$ cat src/rtl/fan_pwm_pkg.sv
package fan_pwm_pkg;

   // Width of the per-channel timebase select field.
   localparam int SEL_W = 2;

   // Timebase used when a select code names no existing timebase.
   localparam logic [SEL_W-1:0] SRC_DEFAULT = '0;

   // Output level for counter value c with compare points rise/fall.
   function automatic logic level_at(input int unsigned c,
                                     input int unsigned rise,
                                     input int unsigned fall);
      if (rise == fall)     return (rise == 0);
      else if (rise < fall) return (c >= rise) && (c < fall);
      else                  return (c >= rise) || (c < fall);
   endfunction

endpackage

$ cat src/rtl/fan_pwm_divider.sv
module fan_pwm_divider #(
   parameter int PER_W  = 8,
   parameter int HDIV_W = 4,
   parameter int LDIV_W = 4
)(
   input  logic              clk,
   input  logic              rst_n,
   input  logic              run,
   input  logic [HDIV_W-1:0] hdiv,
   input  logic [LDIV_W-1:0] ldiv,
   input  logic [PER_W-1:0]  period,
   output logic [PER_W-1:0]  cnt,
   output logic              wrap
);
   localparam int S1_W = (1 << HDIV_W) - 1;
   localparam int S2_W = LDIV_W + 1;

   logic [S1_W-1:0] c1;
   logic [S2_W-1:0] c2;
   logic [S1_W:0]   one_shift;
   logic [S1_W-1:0] s1_lim;
   logic [S2_W-1:0] s2_lim;
   logic            s1_done, s2_done, tick;

   always_comb begin
      one_shift = {{S1_W{1'b0}}, 1'b1} << hdiv;
      s1_lim    = S1_W'(one_shift - {{S1_W{1'b0}}, 1'b1});
      s2_lim    = (ldiv == '0) ? '0 : ({ldiv, 1'b0} - S2_W'(1));
      s1_done   = (c1 >= s1_lim);
      s2_done   = (c2 >= s2_lim);
      tick      = run & s1_done & s2_done;
      wrap      = tick & (cnt >= period);
   end

   always_ff @(posedge clk or negedge rst_n) begin
      if (!rst_n) begin
         c1  <= '0;
         c2  <= '0;
         cnt <= '0;
      end else if (run) begin
         if (s1_done) begin
            c1 <= '0;
            c2 <= s2_done ? '0 : c2 + S2_W'(1);
         end else begin
            c1 <= c1 + S1_W'(1);
         end
         if (tick) cnt <= wrap ? '0 : cnt + PER_W'(1);
      end
   end

endmodule

$ cat src/rtl/fan_pwm_channel.sv
module fan_pwm_channel
   import fan_pwm_pkg::*;
#(
   parameter int PER_W = 8
)(
   input  logic             clk,
   input  logic             rst_n,
   input  logic             en,
   input  logic             load,
   input  logic [PER_W-1:0] cnt,
   input  logic [PER_W-1:0] stage_rise,
   input  logic [PER_W-1:0] stage_fall,
   output logic [PER_W-1:0] act_rise,
   output logic [PER_W-1:0] act_fall,
   output logic             pwm
);
   always_ff @(posedge clk or negedge rst_n) begin
      if (!rst_n) begin
         act_rise <= '0;
         act_fall <= '0;
         pwm      <= 1'b0;
      end else begin
         if (load) begin
            act_rise <= stage_rise;
            act_fall <= stage_fall;
         end
         pwm <= en & level_at(32'(cnt), 32'(act_rise), 32'(act_fall));
      end
   end

endmodule

$ cat src/rtl/fan_pwm_gen.sv
module fan_pwm_gen
   import fan_pwm_pkg::*;
#(
   parameter int NUM_PORTS = 8,
   parameter int NUM_TYPES = 3,
   parameter int PER_W     = 8,
   parameter int HDIV_W    = 4,
   parameter int LDIV_W    = 4,
   localparam int CFG_W    = 2*PER_W + SEL_W + 1,
   localparam int ADDR_W   = $clog2(1 + NUM_TYPES + NUM_PORTS)
)(
   input  logic                 clk,
   input  logic                 rst_n,
   input  logic                 cfg_we,
   input  logic [ADDR_W-1:0]    cfg_addr,
   input  logic [CFG_W-1:0]     cfg_wdata,
   output logic [NUM_PORTS-1:0] pwm_out
);
   localparam int TYPE_BASE = 1;
   localparam int PORT_BASE = 1 + NUM_TYPES;
   localparam int SEL_LSB   = 2*PER_W;
   localparam int EN_BIT    = 2*PER_W + SEL_W;

   if (NUM_TYPES < 1 || NUM_TYPES > (1 << SEL_W)) begin : g_bad_types
      $error("NUM_TYPES must be within 1 .. 2**SEL_W");
   end
   if (HDIV_W < 1 || HDIV_W > 5) begin : g_bad_hdiv
      $error("HDIV_W must be within 1 .. 5");
   end
   if (PER_W < 2 || LDIV_W < 1) begin : g_bad_width
      $error("PER_W must be at least 2 and LDIV_W at least 1");
   end
   if (PER_W + LDIV_W + HDIV_W > CFG_W) begin : g_bad_pack
      $error("timebase word does not fit the write data width");
   end
   if (NUM_PORTS < 1) begin : g_bad_ports
      $error("NUM_PORTS must be at least 1");
   end

   logic                                run_q;
   logic [NUM_TYPES-1:0][PER_W-1:0]     t_per;
   logic [NUM_TYPES-1:0][HDIV_W-1:0]    t_h;
   logic [NUM_TYPES-1:0][LDIV_W-1:0]    t_l;
   logic [NUM_TYPES-1:0][PER_W-1:0]     t_cnt;
   logic [NUM_TYPES-1:0]                t_wrap;
   logic [NUM_PORTS-1:0][PER_W-1:0]     p_rise, p_fall;
   logic [NUM_PORTS-1:0][SEL_W-1:0]     p_sel;
   logic [NUM_PORTS-1:0]                en_q;
   logic [NUM_PORTS-1:0]                port_load;
   logic [NUM_PORTS-1:0][PER_W-1:0]     act_rise, act_fall;

   // register write decode
   always_ff @(posedge clk or negedge rst_n) begin
      if (!rst_n) begin
         run_q  <= 1'b0;
         t_per  <= '0;
         t_h    <= '0;
         t_l    <= '0;
         p_rise <= '0;
         p_fall <= '0;
         p_sel  <= '0;
         en_q   <= '0;
      end else if (cfg_we) begin
         if (cfg_addr == '0) run_q <= cfg_wdata[0];
         for (int t = 0; t < NUM_TYPES; t++) begin
            if (cfg_addr == ADDR_W'(TYPE_BASE + t)) begin
               t_per[t] <= cfg_wdata[PER_W-1:0];
               t_l[t]   <= cfg_wdata[PER_W +: LDIV_W];
               t_h[t]   <= cfg_wdata[PER_W+LDIV_W +: HDIV_W];
            end
         end
         for (int p = 0; p < NUM_PORTS; p++) begin
            if (cfg_addr == ADDR_W'(PORT_BASE + p)) begin
               p_rise[p] <= cfg_wdata[PER_W-1:0];
               p_fall[p] <= cfg_wdata[PER_W +: PER_W];
               p_sel[p]  <= cfg_wdata[SEL_LSB +: SEL_W];
               en_q[p]   <= cfg_wdata[EN_BIT];
            end
         end
      end
   end

   for (genvar t = 0; t < NUM_TYPES; t++) begin : g_type
      fan_pwm_divider #(
         .PER_W(PER_W), .HDIV_W(HDIV_W), .LDIV_W(LDIV_W)
      ) u_div (
         .clk    (clk),
         .rst_n  (rst_n),
         .run    (run_q),
         .hdiv   (t_h[t]),
         .ldiv   (t_l[t]),
         .period (t_per[t]),
         .cnt    (t_cnt[t]),
         .wrap   (t_wrap[t])
      );
   end

   for (genvar i = 0; i < NUM_PORTS; i++) begin : g_port
      logic [SEL_W-1:0] src;
      if (NUM_TYPES == (1 << SEL_W)) begin : g_full_map
         assign src = p_sel[i];
      end else begin : g_fallback
         assign src = (p_sel[i] < SEL_W'(NUM_TYPES)) ? p_sel[i] : SRC_DEFAULT;
      end

      // staged values apply at a wrap, or at once while disabled
      assign port_load[i] = t_wrap[src] | ~en_q[i];

      fan_pwm_channel #(.PER_W(PER_W)) u_ch (
         .clk        (clk),
         .rst_n      (rst_n),
         .en         (en_q[i]),
         .load       (port_load[i]),
         .cnt        (t_cnt[src]),
         .stage_rise (p_rise[i]),
         .stage_fall (p_fall[i]),
         .act_rise   (act_rise[i]),
         .act_fall   (act_fall[i]),
         .pwm        (pwm_out[i])
      );
   end

endmodule

$ cat config.mk
export PLATFORM = sky130hd
export DESIGN_NAME = fan_pwm_gen
export DESIGN_NICKNAME = d
export VERILOG_FILES = /design/src/rtl/fan_pwm_pkg.sv /design/src/rtl/fan_pwm_divider.sv /design/src/rtl/fan_pwm_channel.sv /design/src/rtl/fan_pwm_gen.sv
export SDC_FILE = /design/constraint.sdc
export NUM_CORES = 1
export LEC_CHECK = 0
export BUFFER_PORTS_ARGS = -buffer_cell sky130_fd_sc_hd__buf_2
export CAP_MARGIN = 20
export CELL_PAD_IN_SITES_DETAIL_PLACEMENT = 0
export CELL_PAD_IN_SITES_GLOBAL_PLACEMENT = 1
export CORE_MARGIN = 3
export CORE_UTILIZATION = 52
export DETAILED_ROUTE_END_ITERATION = 7
export GPL_TIMING_DRIVEN = 0
export MAX_ROUTING_LAYER = met4
export PLACE_DENSITY_LB_ADDON = 0.1
export SYNTH_ARGS = -nofsm -noshare
export SYNTH_HDL_FRONTEND = slang
export SYNTH_SLANG_ARGS = --single-unit
$ cat constraint.sdc
create_clock -name clk -period 4.6 [get_ports clk]
set_input_delay 0.69 -clock clk [delete_from_list [all_inputs] [get_ports clk]]
set_output_delay 0.69 -clock clk [all_outputs]
set_load 0.05 [all_outputs]
After elaboration in Yosys (flattened, before gate mapping) --
Index checks and enable logic that the tools add are counted.
Storage, ports and cells: register bits 421, bits in latches 0, RAM bits 0, ROM bits 0, input port bits 26, output and inout port bits 8, logic and storage cells 308, memories kept 0
Operators by class: $add $sub $neg 15, multiply operators 0, div/mod/pow operators 0, $lt $le $gt $ge 49, equal/unequal tests 19, shift operators 3, mux-type cells 68, bitwise operators 33, reduce and logical (&&, ||, !) cells 46
Operators with widths (count):
- binary-select mux 8 bit (select 2 bit) | 8
- less-than comparator 8 bit | 16
- greater-or-equal comparator 8 bit | 11
- two-way mux 8 bit | 11
- equality test 8 bit | 8
- logical NOT 8 bit | 8
- adder 15 x 1 -> 15 bit (second input constant) | 3
- greater-or-equal comparator 15 bit | 3
- two-way mux 15 bit | 3
- << shifter 1 x 4 -> 15 bit (first input constant) | 3
- subtractor 15 x 1 -> 15 bit (second input constant) | 3
- AND reduction 2 bit | 18
- two-way mux 5 bit | 6
- adder 8 x 1 -> 8 bit (second input constant) | 3
- less-than comparator 2 x 3 -> 1 bit (second input constant) | 8
- two-way mux 1 bit | 24
- AND 1 bit | 17
- binary-select mux 1 bit (select 2 bit) | 8
- equality test 4 x 3 -> 1 bit (second input constant) | 4
- equality test 4 bit (second input constant) | 4
- logical NOT 4 bit | 4
- less-than comparator 2 bit (second input constant) | 8
- two-way mux 2 bit | 8
- adder 5 x 1 -> 5 bit (second input constant) | 3
- 8 further kinds | 41

Logic depth before layout (Yosys ltp) --
Gate-level depths: netlist of the first run.
depth in word-level cells 9, mapped depth 20, gate-level depth less buffers 16

Modules after synthesis --
A second synthesis of the first run with hierarchy kept.
Second synthesis, totals: cell total of the unflattened synthesis 2598, area total of the unflattened synthesis 25683.4 µm²
Modules (own cells, without submodules):
- fan_pwm_channel | times used 8, cells an instance 130, area an instance 1169.9 µm², sequential area each 425.4 µm²
- fan_pwm_gen | times used 1, cells an instance 761, area an instance 9331.4 µm², sequential area each 5029.8 µm²
- fan_pwm_divider at g_type[0].u_div ... | times used 2, cells an instance 267, area an instance 2352.3 µm², sequential area each 700.7 µm²
- fan_pwm_divider at g_type[1].u_div | times used 1, cells an instance 263, area an instance 2288.4 µm², sequential area each 700.7 µm²

Worst setup path after synthesis of the first run --
OpenSTA, ideal clock, no wires.
kind reg-to-reg, from reg t_h[8] in the netlist's numbering, to reg g_port[1].u_ch.act_fall[0], setup time 0.125 ns, data arrival time 3.949 ns, data required time 4.475 ns, slack 0.526 ns, stages on the path, launching flop included 19, buffers on the path 3, period minus slack after synthesis 4.074 ns, cells stage by stage dfrtp_1 clkbuf_1 or2_2 or3_1 ha_1 clkbuf_1 nor3_1 a21o_1 a32oi_1 ha_1 a21oi_1 o21ai_1 o21bai_2 a2111oi_4 o31ai_2 and4_1 o22ai_4 buf_6 mux2_4
On the way: word-level cells in the longest chain between the ends 9
Ends and longest elaborated chain:
- from (decl) | line fan_pwm_gen.sv:42 | logic [NUM_TYPES-1:0][HDIV_W-1:0] t_h;
- from (signal, indexed assignment) | line fan_pwm_gen.sv:69 | t_h[t] <= cfg_wdata[PER_W+LDIV_W +: HDIV_W];
- << shifter 1 x 4 -> 15 bit | line fan_pwm_divider.sv:26 | one_shift = {{S1_W{1'b0}}, 1'b1} << hdiv;
- subtractor 15 x 1 -> 15 bit | line fan_pwm_divider.sv:27 | s1_lim = S1_W'(one_shift - {{S1_W{1'b0}}, 1'b1});
- greater-or-equal comparator 15 bit | line fan_pwm_divider.sv:29 | s1_done = (c1 >= s1_lim);
- AND 1 bit (2 in a row) | line fan_pwm_divider.sv:31 | tick = run & s1_done & s2_done;
- AND 1 bit | line fan_pwm_divider.sv:32 | wrap = tick & (cnt >= period);
- binary-select mux 1 bit (select 2 bit) | line fan_pwm_gen.sv:107 | assign port_load[i] = t_wrap[src] | ~en_q[i];
- two-way mux 1 bit (not written as such) | line fan_pwm_gen.sv:107
- bitwise OR 1 bit | line fan_pwm_gen.sv:107
- to (signal assigned) | line fan_pwm_channel.sv:25 | act_fall <= stage_fall;
- to (decl) | line fan_pwm_channel.sv:14 | output logic [PER_W-1:0] act_fall,
Every way passes these cells. The select of a mux whose other input is x is not followed. A chain may end at the register's enable or synchronous reset.

Worst setup path in the final report of the first run --
from reg t_h[0] in the netlist's numbering, to reg g_port[1].u_ch.act_fall[3]
The elaborated chain is that of the path after synthesis.

==> key figures, run 1 <==
Critical path
  – WS Path Type: flip-flop to flip-flop
  – R2R Setup Slk: about 0.21 ns
  – Reg-to-Reg End: g_port[1].u_ch.act_fall[3]$_DFFE_PN0P_
  – Critical Path RT: ~5.1 ns
  – Critical R2R Launch: t_h[0]$_DFFE_PN0P_
  – CP Max Fanout: 10
  – Worst Reg-to-Reg Cells: 20
  – Arrival @ worst endpoint: about 4.9 ns
  – CP Launch Type: flip-flop
  – CP Capture Type: flip-flop

Flow run
  – MaxCap Viol Count: 0

Timing
  – Final Hold Vio Count: 0
  – # setup viols final: 0
  – Worst-Margin Slew: ~1.2 ns
  – Slew headroom: 0.194
  – RSZ-0062 raised after global routing: false
  – Shortest period the worst path allows: 4.39 ns
  – Max Slew Vio Count: 0
  – Setup total negative slack: 0 ns
  – Fmax: around 230 MHz
  – Final period utilization: 0.953
  – Worst clock skew: about 0.026 ns
  – Setup WS post-layout: between 0.2 and 0.25 ns

Pwr
  – Peak VDD IR: 0.345 mV
  – NetSw: 0.00629 W
  – Logic pwr share: 0.433
  – Pint: around 0.011 W
  – Pwr/cell area: ~590 nW/µm²
  – Static Leak: around 14 nW
  – Sw Ratio: 0.369
  – Flop pwr share: 0.336
  – Clk pwr share: 0.231

Final layout
  – Fill cells: around 4200
  – Area Overhead vs Synth: 12.4%
  – Nets@finish: 2885
  – Layout cells sized above 1: 0.215

Global route
  – Number of global-route vias before repair: 19000
  – Largest net degree at the start of global routing: between 100 and 150
  – Gr usage total: 0.276
  – Initial antenna violation count: 6
  – First-pass GRT wire length: 110000 µm
  – GRT overflow: 0

Detailed routing
  – Routed len/inst: between 20 and 25 µm
  – Via density: 5.82
  – Final wirelength: just under 70000 µm
  – Detailed Route Iter0 Violations: around 1600
  – Final antenna-violating net count: 0
  – Vias: around 19000
  – # DRC: 0
  – DRT Pass-1 Iters: 6

Worst hold path
  – Worst Hold Class: primary input to async pin

Placed design
  – RePlAce Congestion: a little under 0.9
  – PortBufs: 31
  – Worst slack, placed: -0.298 ns
  – Post-DP HPWL: about 48000 µm

CTS
  – H-tree depth: 2
  – Clock Tree Buf Depth: 3
  – Clock-pin transition on the worst setup and hold timing paths: approximately 0.060 ns
  – CTS tree: done
  – TritonCTS Sinks: approximately 420
  – CTS Hold Buffers Added: 0
  – Cts bufs inserted: around 50
  – Clock Latency Late Sink: 0.60 ns
  – Clock root cell: clkbuf_16

Logic synthesis
  – Commonest cells in the netlist: dfrtp_1 (421), ha_1 (280), mux2_2 (239)
  – Distinct cells, synth: 75
  – Synth Warn #: 0
  – Synth area leaders: dfrtp_1 (41%), ha_1 (14%), mux2_2 (10%)
  – Syn Area/Cell: 10.5 µm²
  – Post-synth ARST share: 1.00
  – Area leader, netlist: dfrtp_1
  – Share of the synthesized area in the top cell type: 0.408
  – Post-synth EDFFs: 0
  – Synth Net Count: ~2800
  – Fraction of the yosys area taken by sequential cells: 0.408
  – Syn Inst Count: ~2500
  – Dominant cell by count in the synthesized netlist: dfrtp_1
  – Seq cells post-synth: 421
  – Mapped cell area: about 26000 µm²
  – Most common flop cell mapped by yosys: dfrtp_1

Floorplan
  – Core ar.: 49100 µm²
  – DIE WIDTH: ~230 µm
  – Initial Utilization: 0.527
  – I/O pin total: 34
  – DIE AREA: between 50000 and 60000 µm²
  – Row count: between 80 and 90
  – Die height: 229 µm

Outcome
  – Status: completed
## layer usage
metal  up-vias  track usage  wire length, µm
li1       9021            -                -
met1      9484        0.385            32200
met2       492        0.422            31000
met3        92       0.0462             4660
met4         0       0.0676             1530
met5         -            -                0
## sequential cells by signal, indices dropped and copies added (netlist names), 16 cells and up
register,flops
g_port.u_ch.act_fall,64
p_sel,16
p_fall,64
p_rise,64
g_port.u_ch.act_rise,64
g_type.u_div.c1,45
g_type.u_div.cnt,24
t_per,24
## per-stage QoR
stage / std cells / total power, W / hold WS [ns] / util / instance area, µm²
6_report: 3280 / 0.0170 / 0.0969 / 0.592 / 29000
5_1_grt: 3279 / 0.0184 / 0.137 / 0.592 / 29000
4_1_cts: 3261 / 0.0170 / 0.0989 / 0.588 / 28900
3_5_place_dp: 3162 / 0.0129 / 0.487 / 0.552 / 27100
3_3_place_gp: 3149 / 0.0125 / 0.482 / 0.547 / 26800
2_1_floorplan: 2454 / 0.0110 / 0.394 / - / 25800
## kinds of logic after synthesis
| family | Yosys count | synth area share |
|---|---|---|
| compound gates | 486 | 0.123 |
| xor+xnor | 31 | 0.0105 |
| fa+ha+maj | 281 | 0.136 |
| buf+inv | 305 | 0.0505 |
| flops | 421 | 0.408 |
| mux | 340 | 0.159 |
| simple gates | 590 | 0.113 |
## how the worst max path moves through the flow
stage | from | end | slack [ns] | cells after the start
floorplan | t_h[8]$_DFFE_PN0P_ | g_port[1].u_ch.act_fall[0]$_DFFE_PN0P_ | 0.53 | 18
finish | t_h[0]$_DFFE_PN0P_ | g_port[1].u_ch.act_fall[3]$_DFFE_PN0P_ | 0.21 | 20
detailed placement | t_h[8]$_DFFE_PN0P_ | g_type[2].u_div.cnt[7]$_DFFE_PN0P_ | -0.30 | 19
CTS | t_h[8]$_DFFE_PN0P_ | g_port[5].u_ch.act_rise[5]$_DFFE_PN0P_ | 0.007 | 18
global placement | rst_n | p_rise[22]$_DFFE_PN0P_ | -5.57 | 1
global route | t_h[4]$_DFFE_PN0P_ | g_port[5].u_ch.act_fall[0]$_DFFE_PN0P_ | 0.01 | 17
## cell usage in the layout, fill, tap and decap left out, types with 16 or more instances in the layout
master and instances:
a211oi_1 18, clkbuf_1 91, clkbuf_16 51, nand2b_1 59
nand2_1 111, nor2b_1 36, and3_1 23, inv_1 173
o21ai_1 16, nor3_1 21, o22ai_1 54, o21ai_0 120
mux2_2 239, buf_2 49, mux2_4 80, ha_1 277
dfrtp_1 421, a21o_1 47, mux2i_1 18, a21oi_1 108
nor2_1 188, buf_4 39, xor2_1 19, nand3_1 47
nand4_1 40, o31ai_1 17
## worst max-delay path, cell delays in order, from the launching register on
cell      delay (ns)
dfrtp_1         0.36
clkbuf_1        0.19
or2_2           0.35
or3_1           0.36
ha_2            0.23
nor2_1          0.14
nand3b_1        0.08
o21ai_0         0.08
a22oi_1         0.12
ha_1            0.31
a21oi_1         0.12
o21ai_1         0.10
a22o_1          0.23
a31o_1          0.21
buf_6           0.15
nand3_4         0.13
buf_4           0.18
mux2i_1         0.11
o22ai_4         0.27
buf_6           0.23
mux2_4          0.32
## area by class of cell
cell class              count  area [µm²]  share of cell area
repair buffers             76         674              0.0232
clock buffers              70        1440              0.0495
plain buffers             128         647              0.0223
inverters                 174         653              0.0225
multi-input cells        1729       14100               0.485
flip-flops and latches    421       10500               0.363
clock inverters            17         170             0.00586
diodes                      1        2.50           0.0000862
well taps                 664         831              0.0286
## what timing repair did
item / 4_1_cts / 5_1_grt
gates resized for setup: 10 / 6
setup buffers: 11 / 18
cloned: 2 / 0
setup endpoints to repair: 121 / 142
pin swaps: 9 / 7
## power by group through the flow
stage          Clock [W]  Sequential (W)  Combinational, W
5_1_grt          0.00418         0.00588           0.00837
3_5_place_dp           0         0.00576           0.00712
3_3_place_gp           0         0.00572           0.00679
6_report         0.00393         0.00572           0.00737
2_1_floorplan          0         0.00543           0.00559
4_1_cts          0.00402         0.00571           0.00730
No activity file was read; power rests on OpenSTA's default activity.
==> run 2: changes to the inputs <==
--- a/config.mk
+++ b/config.mk
@@ -10,11 +10,12 @@
 export CELL_PAD_IN_SITES_DETAIL_PLACEMENT = 0
 export CELL_PAD_IN_SITES_GLOBAL_PLACEMENT = 1
 export CORE_MARGIN = 3
-export CORE_UTILIZATION = 52
+export CORE_UTILIZATION = 51
 export DETAILED_ROUTE_END_ITERATION = 7
 export GPL_TIMING_DRIVEN = 0
 export MAX_ROUTING_LAYER = met4
 export PLACE_DENSITY_LB_ADDON = 0.1
 export SYNTH_ARGS = -nofsm -noshare
 export SYNTH_HDL_FRONTEND = slang
+export SYNTH_HIERARCHICAL = 1
 export SYNTH_SLANG_ARGS = --single-unit
==> constraint.sdc (replaced) <==
create_clock -name clk -period 4.6 [get_ports clk]
set_input_delay 0.69 -clock clk [delete_from_list [all_inputs] [get_ports clk]]
set_output_delay 0.69 -clock clk [all_outputs]
set_load 0.01 [all_outputs]
==> run 2 against run 1 <==
Effect of this change: cell area is 0.12% lower; synthesized cell count increased by 5.9%; highest routed layer unchanged; global-route usage down 0.35 points; critical endpoint is now g_port[1].u_ch/act_fall[7]$_DFFE_PN0P_; cell count grew 3.9%; largest power group unchanged.
==> key figures, run 2 <==
Outcome
  – Status: completed

Placed design
  – Worst slack, placed: -1.31 ns
  – RePlAce Congestion: 0.906
  – PortBufs: 33
  – Post-DP HPWL: between 50000 and 60000 µm
  – Cells after DPL: ~3300
  – Post-DP Area: about 27000 µm²

Final layout
  – Commonest non-fill, non-tap cells in the layout: dfrtp_1 (415), ha_1 (277), nand2_1 (217)
  – Nets@finish: between 3000 and 4000
  – Layout cells sized above 1: 0.196
  – Area Overhead vs Synth: 12.9%
  – Final Util: 0.588
  – Non-Filler Instances: about 3400
  – Final instance area: about 29000 µm²
  – Commonest non-fill, non-tap cell in the layout: dfrtp_1

Logic synthesis
  – Syn Area/Cell: a little under 10 µm²
  – Syn Inst Count: about 2600
  – Post-synth ARST share: 1.00
  – Area leader, netlist: dfrtp_1
  – Post-synth EDFFs: 0
  – Distinct cells, synth: 67
  – Most common flop cell mapped by yosys: dfrtp_1
  – Commonest cells in the netlist: dfrtp_1 (421), ha_1 (280), nand2_1 (225)
  – Synth Net Count: ~2900
  – Dominant cell by count in the synthesized netlist: dfrtp_1
  – Synth Warn #: 6
  – Fraction of the yosys area taken by sequential cells: 0.410
  – Share of the synthesized area in the top cell type: 0.410
  – Synth area leaders: dfrtp_1 (41%), ha_1 (14%), mux2_2 (9.2%)
  – Mapped cell area: around 26000 µm²
  – Seq cells post-synth: between 400 and 500

Detailed routing
  – Max layer used: met4
  – Via density: 5.81
  – Met2 routed WL: between 30000 and 40000 µm
  – Final wirelength: between 60000 and 70000 µm
  – Met3 WL: between 3000 and 4000 µm
  – WL met1: 31500 µm
  – # DRC: 0
  – Final antenna-violating net count: 0
  – DRT Pass-1 Iters: 5
  – Routed len/inst: 20.4 µm
  – Detailed Route Iter0 Violations: 1376
  – Vias: about 20000

Pwr
  – Peak VDD IR: about 0.31 mV
  – Static Leak: approximately 13 nW
  – Pwr/cell area: approximately 550 nW/µm²

Timing
  – Setup WS post-layout: roughly 0.26 ns
  – Slew headroom: 0.181
  – RSZ-0062 raised after global routing: false
  – Worst-Margin Slew: roughly 1.2 ns
  – Worst clock skew: between 0.02 and 0.03 ns
  – Final period utilization: 0.943
  – Hold Slack: 0.0859 ns
  – Final Hold Vio Count: 0
  – Shortest period the worst path allows: ~4.3 ns
  – Fmax: 230 MHz
  – Max Slew Vio Count: 0
  – # setup viols final: 0

CTS
  – Clock Tree Buf Depth: 3
  – CTS tree: done
  – Cts bufs inserted: 48
  – CTS Hold Buffers Added: 0
  – TritonCTS Sinks: approximately 420
  – Clock root cell: clkbuf_16
  – Clock Latency Late Sink: just over 0.6 ns
  – H-tree depth: 2
  – Clock-pin transition on the worst setup and hold timing paths: about 0.060 ns

Floorplan
  – Die height: 230 µm
  – Row count: just over 80
  – DIE WIDTH: ~230 µm
  – I/O pin total: 34
  – Initial Utilization: 0.520
  – DIE AREA: ~53000 µm²
  – Core ar.: just under 50000 µm²

Worst hold path
  – Worst Hold Class: primary input to async pin

Critical path
  – CP Max Fanout: 10
  – CP Capture Type: flip-flop
  – Critical Path RT: 5.12 ns
  – Cell Chain, Critical Path: or2_2 > or3_4 > ha_4 > nor3_1 > a21o_1 > a32oi_1 > ha_1 > nand4_1 > o311a_1 > o31ai_4 > nand2_1 > nor2_2 > buf_4 > mux2i_1 > mux2_2 > nand2_2 > clkbuf_8 > nand2_1 > o21ai_0
  – Arrival @ worst endpoint: between 4 and 5 ns
  – Most frequent CP cell: nand2_1
  – CP Launch Type: flip-flop
  – Critical R2R Launch: t_h[5]$_DFFE_PN0P_
  – Reg-to-Reg End: g_port[1].u_ch/act_fall[7]$_DFFE_PN0P_
  – WS Path Type: flip-flop to flip-flop
  – Worst Reg-to-Reg Cells: 19
  – Slowest CP cell: dfrtp_2
  – CP max stage delay: roughly 0.44 ns
  – R2R Setup Slk: around 0.26 ns

Global route
  – Gr usage total: 0.272
  – Initial antenna violation count: 3
  – Number of global-route vias before repair: slightly below 20000
  – Largest net degree at the start of global routing: 117
  – GRT overflow: 0
  – First-pass GRT wire length: between 100000 and 150000 µm

Flow run
  – MaxCap Viol Count: 0
==> run 2: timing repair <==
| action | in CTS | in global routing |
|---|---|---|
| endpoints found under the setup margin | 128 | 128 |
| hold endpoints to repair | 0 | 0 |
| pin swaps | 4 | 6 |
| gates resized for setup | 88 | 27 |
| buffers inserted | 5 | 11 |
==> run 2: cell type report <==
type                       count  area (µm²)
clock inverter                21         269
multi-input combinational   1871       14000
tap                          664         831
clock buffer                  67        1370
inverter                     180         676
buffer                       117         746
fill                        4296       20400
timing repair buffer          63         556
antenna                        3        7.51
sequential                   421       10500
==> run 2: logic make-up after synthesis <==
logic type / Yosys count / share of synthesized area
AND/OR/NAND/NOR: 727 / 0.142
XOR/XNOR: 34 / 0.0116
flip-flops: 421 / 0.410
AO/OA/AOI/OAI: 585 / 0.147
multiplexers: 245 / 0.106
adder cells (fa/ha/maj): 280 / 0.136
buffers and inverters: 306 / 0.0475
==> run 2: worst max-delay path: cells and delay by family, from the launching register on <==
| kind | cells | cell delay (ns) |
|---|---|---|
| buffers and inverters | 2 | 0.37 |
| and+or+nand+nor | 8 | 1.44 |
| muxes | 2 | 0.41 |
| AOI/OAI and AO/OA | 5 | 1.03 |
| adders and majority gates | 2 | 0.55 |
| DFF | 1 | 0.44 |
==> run 2: how the worst max path moves through the flow <==
stage	from	to	slack [ns]	depth (start not counted)
after floorplan	t_h[1]$_DFFE_PN0P_	g_port[0].u_ch/act_fall[4]$_DFFE_PN0P_	0.08	22
after global routing	t_h[8]$_DFFE_PN0P_	g_port[7].u_ch/act_fall[7]$_DFFE_PN0P_	0.002	21
after global placement	rst_n	p_fall[13]$_DFFE_PN0P_	-5.59	1
final	t_h[5]$_DFFE_PN0P_	g_port[1].u_ch/act_fall[7]$_DFFE_PN0P_	0.26	19
after CTS	t_h[5]$_DFFE_PN0P_	g_port[2].u_ch/act_rise[2]$_DFFE_PN0P_	0.01	19
after detailed placement	t_h[1]$_DFFE_PN0P_	g_port[1].u_ch/act_fall[7]$_DFFE_PN0P_	-1.31	22
==> run 2: power by group <==
group / internal [W] / switching [W]
Clock: 0.00237 / 0.00160
Sequential: 0.00465 / 0.000714
Combinational: 0.00279 / 0.00370
==> run 2: through the flow <==
| stage | TNS, ns | power (W) |
|---|---|---|
| 2_1_floorplan | 0 | 0.00991 |
| 3_3_place_gp | -2481.30 | 0.0113 |
| 3_5_place_dp | -152.72 | 0.0116 |
| 4_1_cts | 0 | 0.0158 |
| 5_1_grt | 0 | 0.0171 |
| 6_report | 0 | 0.0158 |
==> run 2: metal layers <==
| metal | vias to the layer above | GRT usage |
|---|---|---|
| li1 | 9507 | - |
| met1 | 9689 | 0.358 |
| met2 | 478 | 0.435 |
| met3 | 120 | 0.0387 |
| met4 | 0 | 0.0953 |
| met5 | - | - |
